`src/rtl/eirq_pkg.sv`:
```
package eirq_pkg;
  localparam int NSRC = 5;
  localparam int IDW  = $clog2(NSRC);
  localparam int DW   = 8;
  localparam int AW   = 2;
  localparam int NPIN = 7;

  localparam logic [AW-1:0] A_EDGE = 2'd0;
  localparam logic [AW-1:0] A_CNT  = 2'd1;
  localparam logic [AW-1:0] A_REQ  = 2'd2;
  localparam logic [AW-1:0] A_EN   = 2'd3;

  localparam int S_INT0 = 0;
  localparam int S_INT1 = 1;
  localparam int S_INT2 = 2;
  localparam int S_CNT0 = 3;
  localparam int S_SHR  = 4;

  localparam int P_INT0A = 0;
  localparam int P_INT0B = 1;
  localparam int P_INT1A = 2;
  localparam int P_INT1B = 3;
  localparam int P_INT2  = 4;
  localparam int P_CNT0  = 5;
  localparam int P_CNT1  = 6;

  typedef enum logic [1:0] {
    CM_RISE = 2'b00,
    CM_FALL = 2'b01,
    CM_BOTH = 2'b10,
    CM_OFF  = 2'b11
  } cmode_e;

  typedef struct packed {
    logic [1:0] spare;
    logic       int1_alt;
    logic       int0_alt;
    logic       shr_pin;
    logic [2:0] int_fall;
  } edge_cfg_t;

  typedef struct packed {
    logic [4:0] spare;
    logic       cnt1_fall;
    cmode_e     cnt0_mode;
  } cnt_cfg_t;
endpackage

```
`src/rtl/eirq_sync.sv`:
```
module eirq_sync #(
  parameter int W      = 1,
  parameter int STAGES = 2
) (
  input  logic         clk,
  input  logic         rst_n,
  input  logic [W-1:0] din,
  output logic [W-1:0] dout
);
  logic [W-1:0] stg [STAGES];

  always_ff @(posedge clk or negedge rst_n) begin
    if (!rst_n) begin
      for (int k = 0; k < STAGES; k++) stg[k] <= '0;
    end else begin
      stg[0] <= din;
      for (int k = 1; k < STAGES; k++) stg[k] <= stg[k-1];
    end
  end

  assign dout = stg[STAGES-1];
endmodule

```
`src/rtl/eirq_edge.sv`:
```
module eirq_edge (
  input  logic clk,
  input  logic rst_n,
  input  logic lvl,
  input  logic both_en,
  input  logic off,
  output logic ev
);
  logic prev_q;

  always_ff @(posedge clk or negedge rst_n) begin
    if (!rst_n) prev_q <= 1'b0;
    else        prev_q <= lvl;
  end

  // the observed level already carries polarity, so a rise is the active edge
  always_comb begin
    if (off)          ev = 1'b0;
    else if (both_en) ev = lvl ^ prev_q;
    else              ev = lvl & ~prev_q;
  end
endmodule

```
`src/rtl/eirq_prio.sv`:
```
module eirq_prio #(
  parameter int N  = 5,
  parameter int IW = 3
) (
  input  logic [N-1:0]  act,
  output logic          any,
  output logic [IW-1:0] id
);
  always_comb begin
    any = |act;
    id  = '0;
    for (int i = N - 1; i >= 0; i--) begin
      if (act[i]) id = IW'(i);
    end
  end
endmodule

```
`src/rtl/eirq_latch.sv`:
```
module eirq_latch #(
  parameter int N = 5
) (
  input  logic         clk,
  input  logic         rst_n,
  input  logic [N-1:0] ev,
  input  logic         cyc_last,
  input  logic         cyc_start,
  input  logic         early,
  input  logic         clr_we,
  input  logic [N-1:0] clr_data,
  input  logic [N-1:0] ack_clr,
  output logic [N-1:0] req
);
  logic [N-1:0] pend_a, pend_b;
  logic [N-1:0] set_a, set_b, keep, pend_a_n, pend_b_n;

  always_comb begin
    set_a    = cyc_last  ? (pend_a | (early ? ev : '0)) : '0;
    set_b    = cyc_start ? pend_b : '0;
    keep     = ~(clr_we ? ~clr_data : '0) & ~ack_clr;
    pend_a_n = cyc_last ? '0 : (pend_a | ev);
    pend_b_n = (cyc_start ? '0 : pend_b) | ((cyc_last && !early) ? ev : '0);
  end

  always_ff @(posedge clk or negedge rst_n) begin
    if (!rst_n) begin
      pend_a <= '0;
      pend_b <= '0;
      req    <= '0;
    end else begin
      pend_a <= pend_a_n;
      pend_b <= pend_b_n;
      req    <= (req & keep) | set_a | set_b;
    end
  end

  // a request bit only rises at one of the two latch points
  a_r7_set_at_phase: assert property (@(posedge clk) disable iff (!rst_n)
    (|(req & ~$past(req))) |-> $past(cyc_last || cyc_start));

  // a request bit only drops after a register clear or an acknowledge
  a_r8_drop_on_clear: assert property (@(posedge clk) disable iff (!rst_n)
    (|($past(req) & ~req)) |-> $past(clr_we || (|ack_clr)));

  // an acknowledge clears at most one source
  a_r10_ack_single: assert property (@(posedge clk) disable iff (!rst_n)
    $onehot0(ack_clr));
endmodule

```
`src/rtl/eirq_ctrl.sv`:
```
module eirq_ctrl
  import eirq_pkg::*;
#(
  parameter int SYNC_STAGES = 2
) (
  input  logic           clk,
  input  logic           rst_n,
  input  logic           pin_int0_a,
  input  logic           pin_int0_b,
  input  logic           pin_int1_a,
  input  logic           pin_int1_b,
  input  logic           pin_int2,
  input  logic           pin_cnt0,
  input  logic           pin_cnt1,
  input  logic           tmr_evt,
  input  logic           cyc_last,
  input  logic           cyc_start,
  input  logic           early_latch,
  input  logic [AW-1:0]  reg_addr,
  input  logic           reg_we,
  input  logic [DW-1:0]  reg_wdata,
  output logic [DW-1:0]  reg_rdata,
  input  logic           irq_ack,
  output logic           irq_pend,
  output logic [IDW-1:0] irq_id
);
  edge_cfg_t       edge_q;
  cnt_cfg_t        cnt_q;
  logic [NSRC-1:0] en_q;
  logic [NPIN-1:0] pin_raw, pin_s;
  logic [NSRC-1:0] lvl, both_v, off_v, ev, req, ack_clr;
  logic            clr_we;

  assign pin_raw = {pin_cnt1, pin_cnt0, pin_int2, pin_int1_b, pin_int1_a,
                    pin_int0_b, pin_int0_a};

  eirq_sync #(.W(NPIN), .STAGES(SYNC_STAGES)) u_sync (
    .clk (clk), .rst_n (rst_n), .din (pin_raw), .dout (pin_s)
  );

  always_ff @(posedge clk or negedge rst_n) begin
    if (!rst_n) begin
      edge_q <= '0;
      cnt_q  <= '0;
      en_q   <= '0;
    end else if (reg_we) begin
      case (reg_addr)
        A_EDGE:  edge_q <= edge_cfg_t'(reg_wdata);
        A_CNT:   cnt_q  <= cnt_cfg_t'(reg_wdata);
        A_EN:    en_q   <= reg_wdata[NSRC-1:0];
        default: ;
      endcase
    end
  end

  assign clr_we = reg_we && (reg_addr == A_REQ);

  // observed level per source: routing, then polarity
  always_comb begin
    lvl[S_INT0] = (edge_q.int0_alt ? pin_s[P_INT0B] : pin_s[P_INT0A]) ^ edge_q.int_fall[0];
    lvl[S_INT1] = (edge_q.int1_alt ? pin_s[P_INT1B] : pin_s[P_INT1A]) ^ edge_q.int_fall[1];
    lvl[S_INT2] = pin_s[P_INT2] ^ edge_q.int_fall[2];
    lvl[S_CNT0] = pin_s[P_CNT0] ^ (cnt_q.cnt0_mode == CM_FALL);
    lvl[S_SHR]  = edge_q.shr_pin ? (pin_s[P_CNT1] ^ cnt_q.cnt1_fall) : tmr_evt;
    both_v         = '0;
    off_v          = '0;
    both_v[S_CNT0] = (cnt_q.cnt0_mode == CM_BOTH);
    off_v[S_CNT0]  = (cnt_q.cnt0_mode == CM_OFF);
  end

  for (genvar i = 0; i < NSRC; i++) begin : g_edge
    eirq_edge u_edge (
      .clk (clk), .rst_n (rst_n), .lvl (lvl[i]),
      .both_en (both_v[i]), .off (off_v[i]), .ev (ev[i])
    );
  end

  eirq_latch #(.N(NSRC)) u_latch (
    .clk (clk), .rst_n (rst_n), .ev (ev),
    .cyc_last (cyc_last), .cyc_start (cyc_start), .early (early_latch),
    .clr_we (clr_we), .clr_data (reg_wdata[NSRC-1:0]),
    .ack_clr (ack_clr), .req (req)
  );

  eirq_prio #(.N(NSRC), .IW(IDW)) u_prio (
    .act (req & en_q), .any (irq_pend), .id (irq_id)
  );

  always_comb begin
    for (int i = 0; i < NSRC; i++) begin
      ack_clr[i] = irq_ack && irq_pend && (irq_id == IDW'(i));
    end
  end

  always_comb begin
    case (reg_addr)
      A_EDGE:  reg_rdata = edge_q;
      A_CNT:   reg_rdata = cnt_q;
      A_REQ:   reg_rdata = {{(DW-NSRC){1'b0}}, req};
      default: reg_rdata = {{(DW-NSRC){1'b0}}, en_q};
    endcase
  end

  // the reported source is always a real one
  a_r9_id_range: assert property (@(posedge clk) disable iff (!rst_n)
    irq_pend |-> (irq_id < IDW'(NSRC)));

  // nothing is pending while every enable is off
  a_r9_pend_enabled: assert property (@(posedge clk) disable iff (!rst_n)
    irq_pend |-> (|en_q));
endmodule

```
`config.mk`:
```
export PLATFORM = sky130hd
export DESIGN_NAME = eirq_ctrl
export DESIGN_NICKNAME = d
export VERILOG_FILES = /design/src/rtl/eirq_pkg.sv /design/src/rtl/eirq_sync.sv /design/src/rtl/eirq_edge.sv /design/src/rtl/eirq_prio.sv /design/src/rtl/eirq_latch.sv /design/src/rtl/eirq_ctrl.sv
export SDC_FILE = /design/constraint.sdc
export NUM_CORES = 1
export LEC_CHECK = 0
export BUFFER_PORTS_ARGS = -buffer_cell sky130_fd_sc_hd__buf_2
export CAP_MARGIN = 20
export CORE_AREA = 2 2 68 70
export DETAILED_ROUTE_END_ITERATION = 8
export DIE_AREA = 0 0 70 72
export PLACE_DENSITY = 0.85
export SYNTH_ARGS = -nofsm -noshare
export SYNTH_HDL_FRONTEND = slang
export SYNTH_SLANG_ARGS = --single-unit
```
`constraint.sdc`:
```
create_clock -name clk -period 1.7 [get_ports clk]
set_input_delay 0.255 -clock clk [delete_from_list [all_inputs] [get_ports clk]]
set_output_delay 0.255 -clock clk [all_outputs]
set_load 0.1 [all_outputs]
```
Yosys cells after proc, flatten, opt, wreduce, memory -nomap -nowiden
Index checks and enable logic that the tools add are counted.
{ "classes": {"n_eq_ne": 10, "mux": 18, "bitwise_logic": 27, "reduce_logical": 15} }
{ "ops": {"columns": ["op", "count"], "rows": [
  ["$mux W5", 7],
  ["$or A5 B5 Y5", 5],
  ["$pmux W8 S3", 1],
  ["$and A5 B5 Y5", 3],
  ["$mux W3", 5],
  ["$not A5 Y5", 3],
  ["$eq A2 B2 Y1 const B", 4],
  ["$logic_and A1 B1 Y1", 8],
  ["$eq A3 B2 Y1 const B", 2],
  ["$reduce_and A2 Y1", 3],
  ["$xor A1 B1 Y1", 6],
  ["$and A1 B1 Y1", 5],
  ["$mux W1", 5],
  ["$not A1 Y1", 5],
  ["$reduce_or A5 Y1", 1],
  ["$eq A2 B1 Y1 const B", 2],
  ["$eq A3 B1 Y1 const B", 1],
  ["$eq A3 B3 Y1 const B", 1],
  ["$logic_not A3 Y1", 1],
  ["$logic_not A2 Y1", 1],
  ["$logic_not A1 Y1", 1]
]} }
{ "totals": {"regBits": 55} }

Depth between registers and ports, before layout
{ "depth": {"depth_word": 13, "ltp_mapped": 7, "depth_no_buf": 7} }

Cells and area by module
Synthesis repeated with hierarchy kept, for this count alone.
{ "hier_totals": {"cells_unflattened": 198, "area_unflattened_um2": 2572.5} }
{ "by_module_without_submodules": {"columns": ["module", "n_inst", "cells_each", "area_each_um2", "seq_area_each_um2"], "rows": [
  ["eirq_ctrl", 1, 83, 1171.1, 525.5],
  ["eirq_latch", 1, 58, 634.4, 375.4],
  ["eirq_sync", 1, 21, 402.9, 350.3],
  ["eirq_edge (g_edge[2].u_edge ...)", 3, 6, 70.1, 25.0],
  ["eirq_edge (g_edge[0].u_edge ...)", 2, 5, 52.6, 25.0],
  ["eirq_prio", 1, 8, 48.8, 0.0]
]} }

Worst setup path before layout
No wires, ideal clock.
{ "synth_timing": {"path_kind": "reg2out", "startpoint": "register en_q[2]", "endpoint": "output irq_id[0]", "arrival_time_ps": 2732, "required_ps": 1445, "setup_slack_ps": -1287, "path_stages_with_launch": 4, "path_buffers": 0, "path_cell_list": "dfrtp_1 nand2_1 nand3_1 a21boi_0"} }
{ "synth_between": {"elab_chain_len": 4} }
{ "synth_rtl": {"columns": ["element", "line", "source"], "rows": [
  ["from (decl)", "eirq_ctrl.sv:29", "logic [NSRC-1:0] en_q;"],
  ["from (signal assigned)", "eirq_ctrl.sv:50", "A_EN: en_q <= reg_wdata[NSRC-1:0];"],
  ["$and A5 B5 Y5", "eirq_ctrl.sv:86", ".act (req & en_q), .any (irq_pend), .id (irq_id)"],
  ["$mux W3 (3 in a row)", "eirq_prio.sv:13", "if (act[i]) id = IW'(i);"],
  ["to (decl)", "eirq_ctrl.sv:25", "output logic [IDW-1:0] irq_id"]
]} }
Every way passes these cells.

Worst setup path after layout
{ "layout_timing": {"startpoint": "register en_q[2]", "endpoint": "output reg_rdata[2]"} }
{ "layout_between": {"elab_chain_len": 1} }
{ "layout_rtl": {"columns": ["element", "line", "source"], "rows": [
  ["$pmux W8 S3", "eirq_ctrl.sv:96", "case (reg_addr)"],
  ["to (decl)", "eirq_ctrl.sv:22", "output logic [DW-1:0] reg_rdata,"]
]} }
Every way passes these cells.

==> run metrics <==
fillcell total=305; Net Switching=1.76 mW; GRT Max-Usage Layer=met2; R2R Path Start=cnt_q[1]; share of cells above drive strength 1=43.7%; R2R Setup Slk=0.10 ns; Fin. Hold Viols=0; utilization after layout=69.3%; Synth Cell Area=2320 um^2; Final WS setup=-0.0172 ns; Routed WL=4500 um; WS Path Type=reg -> out; DPL Wire Length=3070 um; final worst-path cycle share=101%; worst vdd ir=650 uV; crit path time final=1.72 ns; Starting DRT DRC Count=78; GRT Overall Usage=18.7%; crit-path max FO=5; Reg clk slew, reported paths=0.09 ns; CTS sink count=55; Mapped Cells=175; Net Sw Frac=39.6%; Die W=70 um; Ports=37; delay-heaviest family, CP=multiplexers; CP Data Arrival Time=1.46 ns; Synth area leader=dfrtp_1; first-pass GRT wire length=7260 um; Die Ht=72 um; Yosys warnings=0; CTS tree=built; Die ar.=5040 um^2; # placed instances=265; violated checks=setup timing; ant diodes=0; RSZ-0062 raised after global routing=true; Worst Hold End=u_sync.stg[8]; fmax=0.582 GHz; PortBufs=36; routing usage on met3=3.75%; outcome=complete, but fails checks; WHS Path Cells=1; reg2reg path depth=7; Max-Cap Viols=0; CORE AREA=4260 um^2; endpoint class of the critical path=primary output; Final ANT Viol Nets=0; synthesized flop and latch total=55; CP Cell Sequence=mux4_2, buf_12; routing usage on met2=30.2%; worst-case clock buffer depth=2; DRC viols=0; Reg power frac=39.3%; Area growth syn-to-layout=27.3%; DRT Pass-1 Iters=4; met1 GRT Util=25.1%; Cell Count, Final, Fillers Out=283; syn nets=201; row cnt=24; CP bufs+invs=1; Power Internal=2.68 mW; synth top area cells=dfrtp_1, mux2_2, mux4_1, mux2i_1, nand2_1; Worst setup SP type=flop; syn_area_per_cell=13.3 um^2; Comb power frac=44.8%; sequential share of the synthesized area=59.3%; CTS root buf=clkbuf_8; Worst R2R End=u_latch.req[3]; vias=1561; Starting Density=54.4%; via-per-instance ratio=5.52; total CTS buffers=5; CTS HTree Levels=2; power density over the cells=1500 nW/um^2; GRT overflow=0; commonest non-fill, non-tap cell in the layout=dfrtp_1; clock power share=15.9%; Lkg Pwr=1.35 nW; Final setup viols=1; slowest CP cell=mux4_2; initial antenna violation count=0; most frequent cells in the layout=dfrtp_1, buf_2, mux2_2, nand2_1, buf_4; Worst-Skew Late Latency=0.30 ns; min-delay src=pin_int0_b; top-area cell type share of the netlist area=59.3%; slew margin rel.=77.2%; Worst-Margin Slew=0.341 ns; Worst EP required=1.44 ns; CP peak stage delay=0.53 ns; GPL Wtd Cong=0.817; Worst Hold Class=in -> reg; Final Skew=0.00810 ns; routed length per placed instance=15.9 um; nets=257; vias in the first global route=1523; Yosys cell types=32; max-slew violation count=0; pin count of the biggest net entering global routing=56
-- sequential cells by signal, indices dropped and copies added, names as in the netlist --
signal / flops
cnt_q: 8
edge_q: 8
en_q: 5
g_edge.u_edge.prev_q: 5
u_latch.pend_a: 5
u_latch.pend_b: 5
u_latch.req: 5
u_sync.dout: 7
u_sync.stg: 7
-- cell families after synthesis --
kind of cell | synth area share, %
simple gates | 8.74
fa+ha+maj | 0.539
buf+inv | 3.24
mux | 18.1
flops | 59.3
xor+xnor | 1.89
compound gates | 8.14
-- power groups by stage --
| stage | clock network (mW) | registers, mW | logic [mW] |
|---|---|---|---|
| 2_1_floorplan | 0 | 1.70 | 1.29 |
| 3_3_place_gp | 0 | 1.75 | 1.72 |
| 3_5_place_dp | 0 | 1.76 | 1.75 |
| 4_1_cts | 0.722 | 1.74 | 1.89 |
| 5_1_grt | 0.765 | 1.78 | 2.08 |
| 6_report | 0.706 | 1.75 | 1.99 |
-- metrics by stage --
stage                     area [um^2]  setup WS [ns]  TNS (ns)  hold slack, ns  power, mW
final                            2950        -0.0172   -0.0172          0.0488       4.44
after global routing             2950        -0.0606    -0.158          0.0353       4.63
after CTS                        2890        -0.0206   -0.0476          0.0435       4.35
after detailed placement         2730         0.0714         0           0.269       3.51
after global placement           2730          0.140         0           0.268       3.47
after floorplan                  2350       0.000287         0         -0.0406       2.99
-- layout make-up --
cell class              count  area, um^2  share of cell area, %
well taps                  52        65.1                   2.20
clock inverters             1        5.00                  0.169
flip-flops and latches     55        1380                   46.7
inverters                  13        48.8                   1.65
clock buffers               6        82.6                   2.80
multi-input cells         103         903                   30.6
repair buffers             53         470                   15.9
-- Yosys cell counts --
| cell | number |
|---|---|
| dfrtp_1 | 55 |
| mux2_2 | 21 |
| nand2_1 | 15 |
| inv_1 | 13 |
| nor2_1 | 10 |
| a21oi_1 | 6 |
| mux2i_1 | 6 |
| o22ai_1 | 6 |
| nand3_1 | 4 |
| o211ai_1 | 4 |
| xnor2_1 | 4 |
| mux4_1 | 3 |
| nand2b_1 | 3 |
| o221ai_1 | 3 |
| a22oi_1 | 2 |
| a31oi_1 | 2 |
| mux4_2 | 2 |
| nor2b_1 | 2 |
| a21boi_0 | 1 |
| a221oi_2 | 1 |
| buf_1 | 1 |
| buf_4 | 1 |
| buf_6 | 1 |
| clkbuf_1 | 1 |
| ha_1 | 1 |
| nand3b_1 | 1 |
| nand3b_2 | 1 |
| nand3b_4 | 1 |
| nor3b_4 | 1 |
| o211a_1 | 1 |
| o21ai_1 | 1 |
| xor2_1 | 1 |
-- worst max-delay path by stage --
stage	start	endpoint	slack (ns)	cells past startpoint
2_1_floorplan	en_q[2]	irq_id[2]	0.0003	3
3_3_place_gp	reg_addr[0]	reg_rdata[1]	0.14	3
3_5_place_dp	cnt_q[1]	u_latch.req[3]	0.07	7
4_1_cts	en_q[1]	irq_id[1]	-0.02	4
5_1_grt	en_q[2]	reg_rdata[2]	-0.06	2
6_report	en_q[2]	reg_rdata[2]	-0.02	2
-- layer usage --
metal,vias to the layer above,wire length [um]
met5,-,0
met4,0,96
met3,11,159
met2,34,2190
met1,788,2050
li1,728,-
-- worst register-to-register path, delay by kind of cell (launching register included) --
kind / cells / cell delay (ns)
AOI/OAI and AO/OA: 1 / 0.09
xor gates and xnor gates: 1 / 0.15
adders and majority gates: 1 / 0.28
DFF: 1 / 0.41
muxes: 1 / 0.20
and+or+nand+nor: 3 / 0.35
-- timing repair --
item                                    in CTS  in global routing
pin swaps                                    1                  3
buffers inserted                             3                  7
endpoints found under the setup margin       8                 11
gates resized for setup                     16                  5
hold buffers                                 1                  0
hold endpoints to repair                    55                  0
Note: power is estimated with default switching activity, not from simulation.
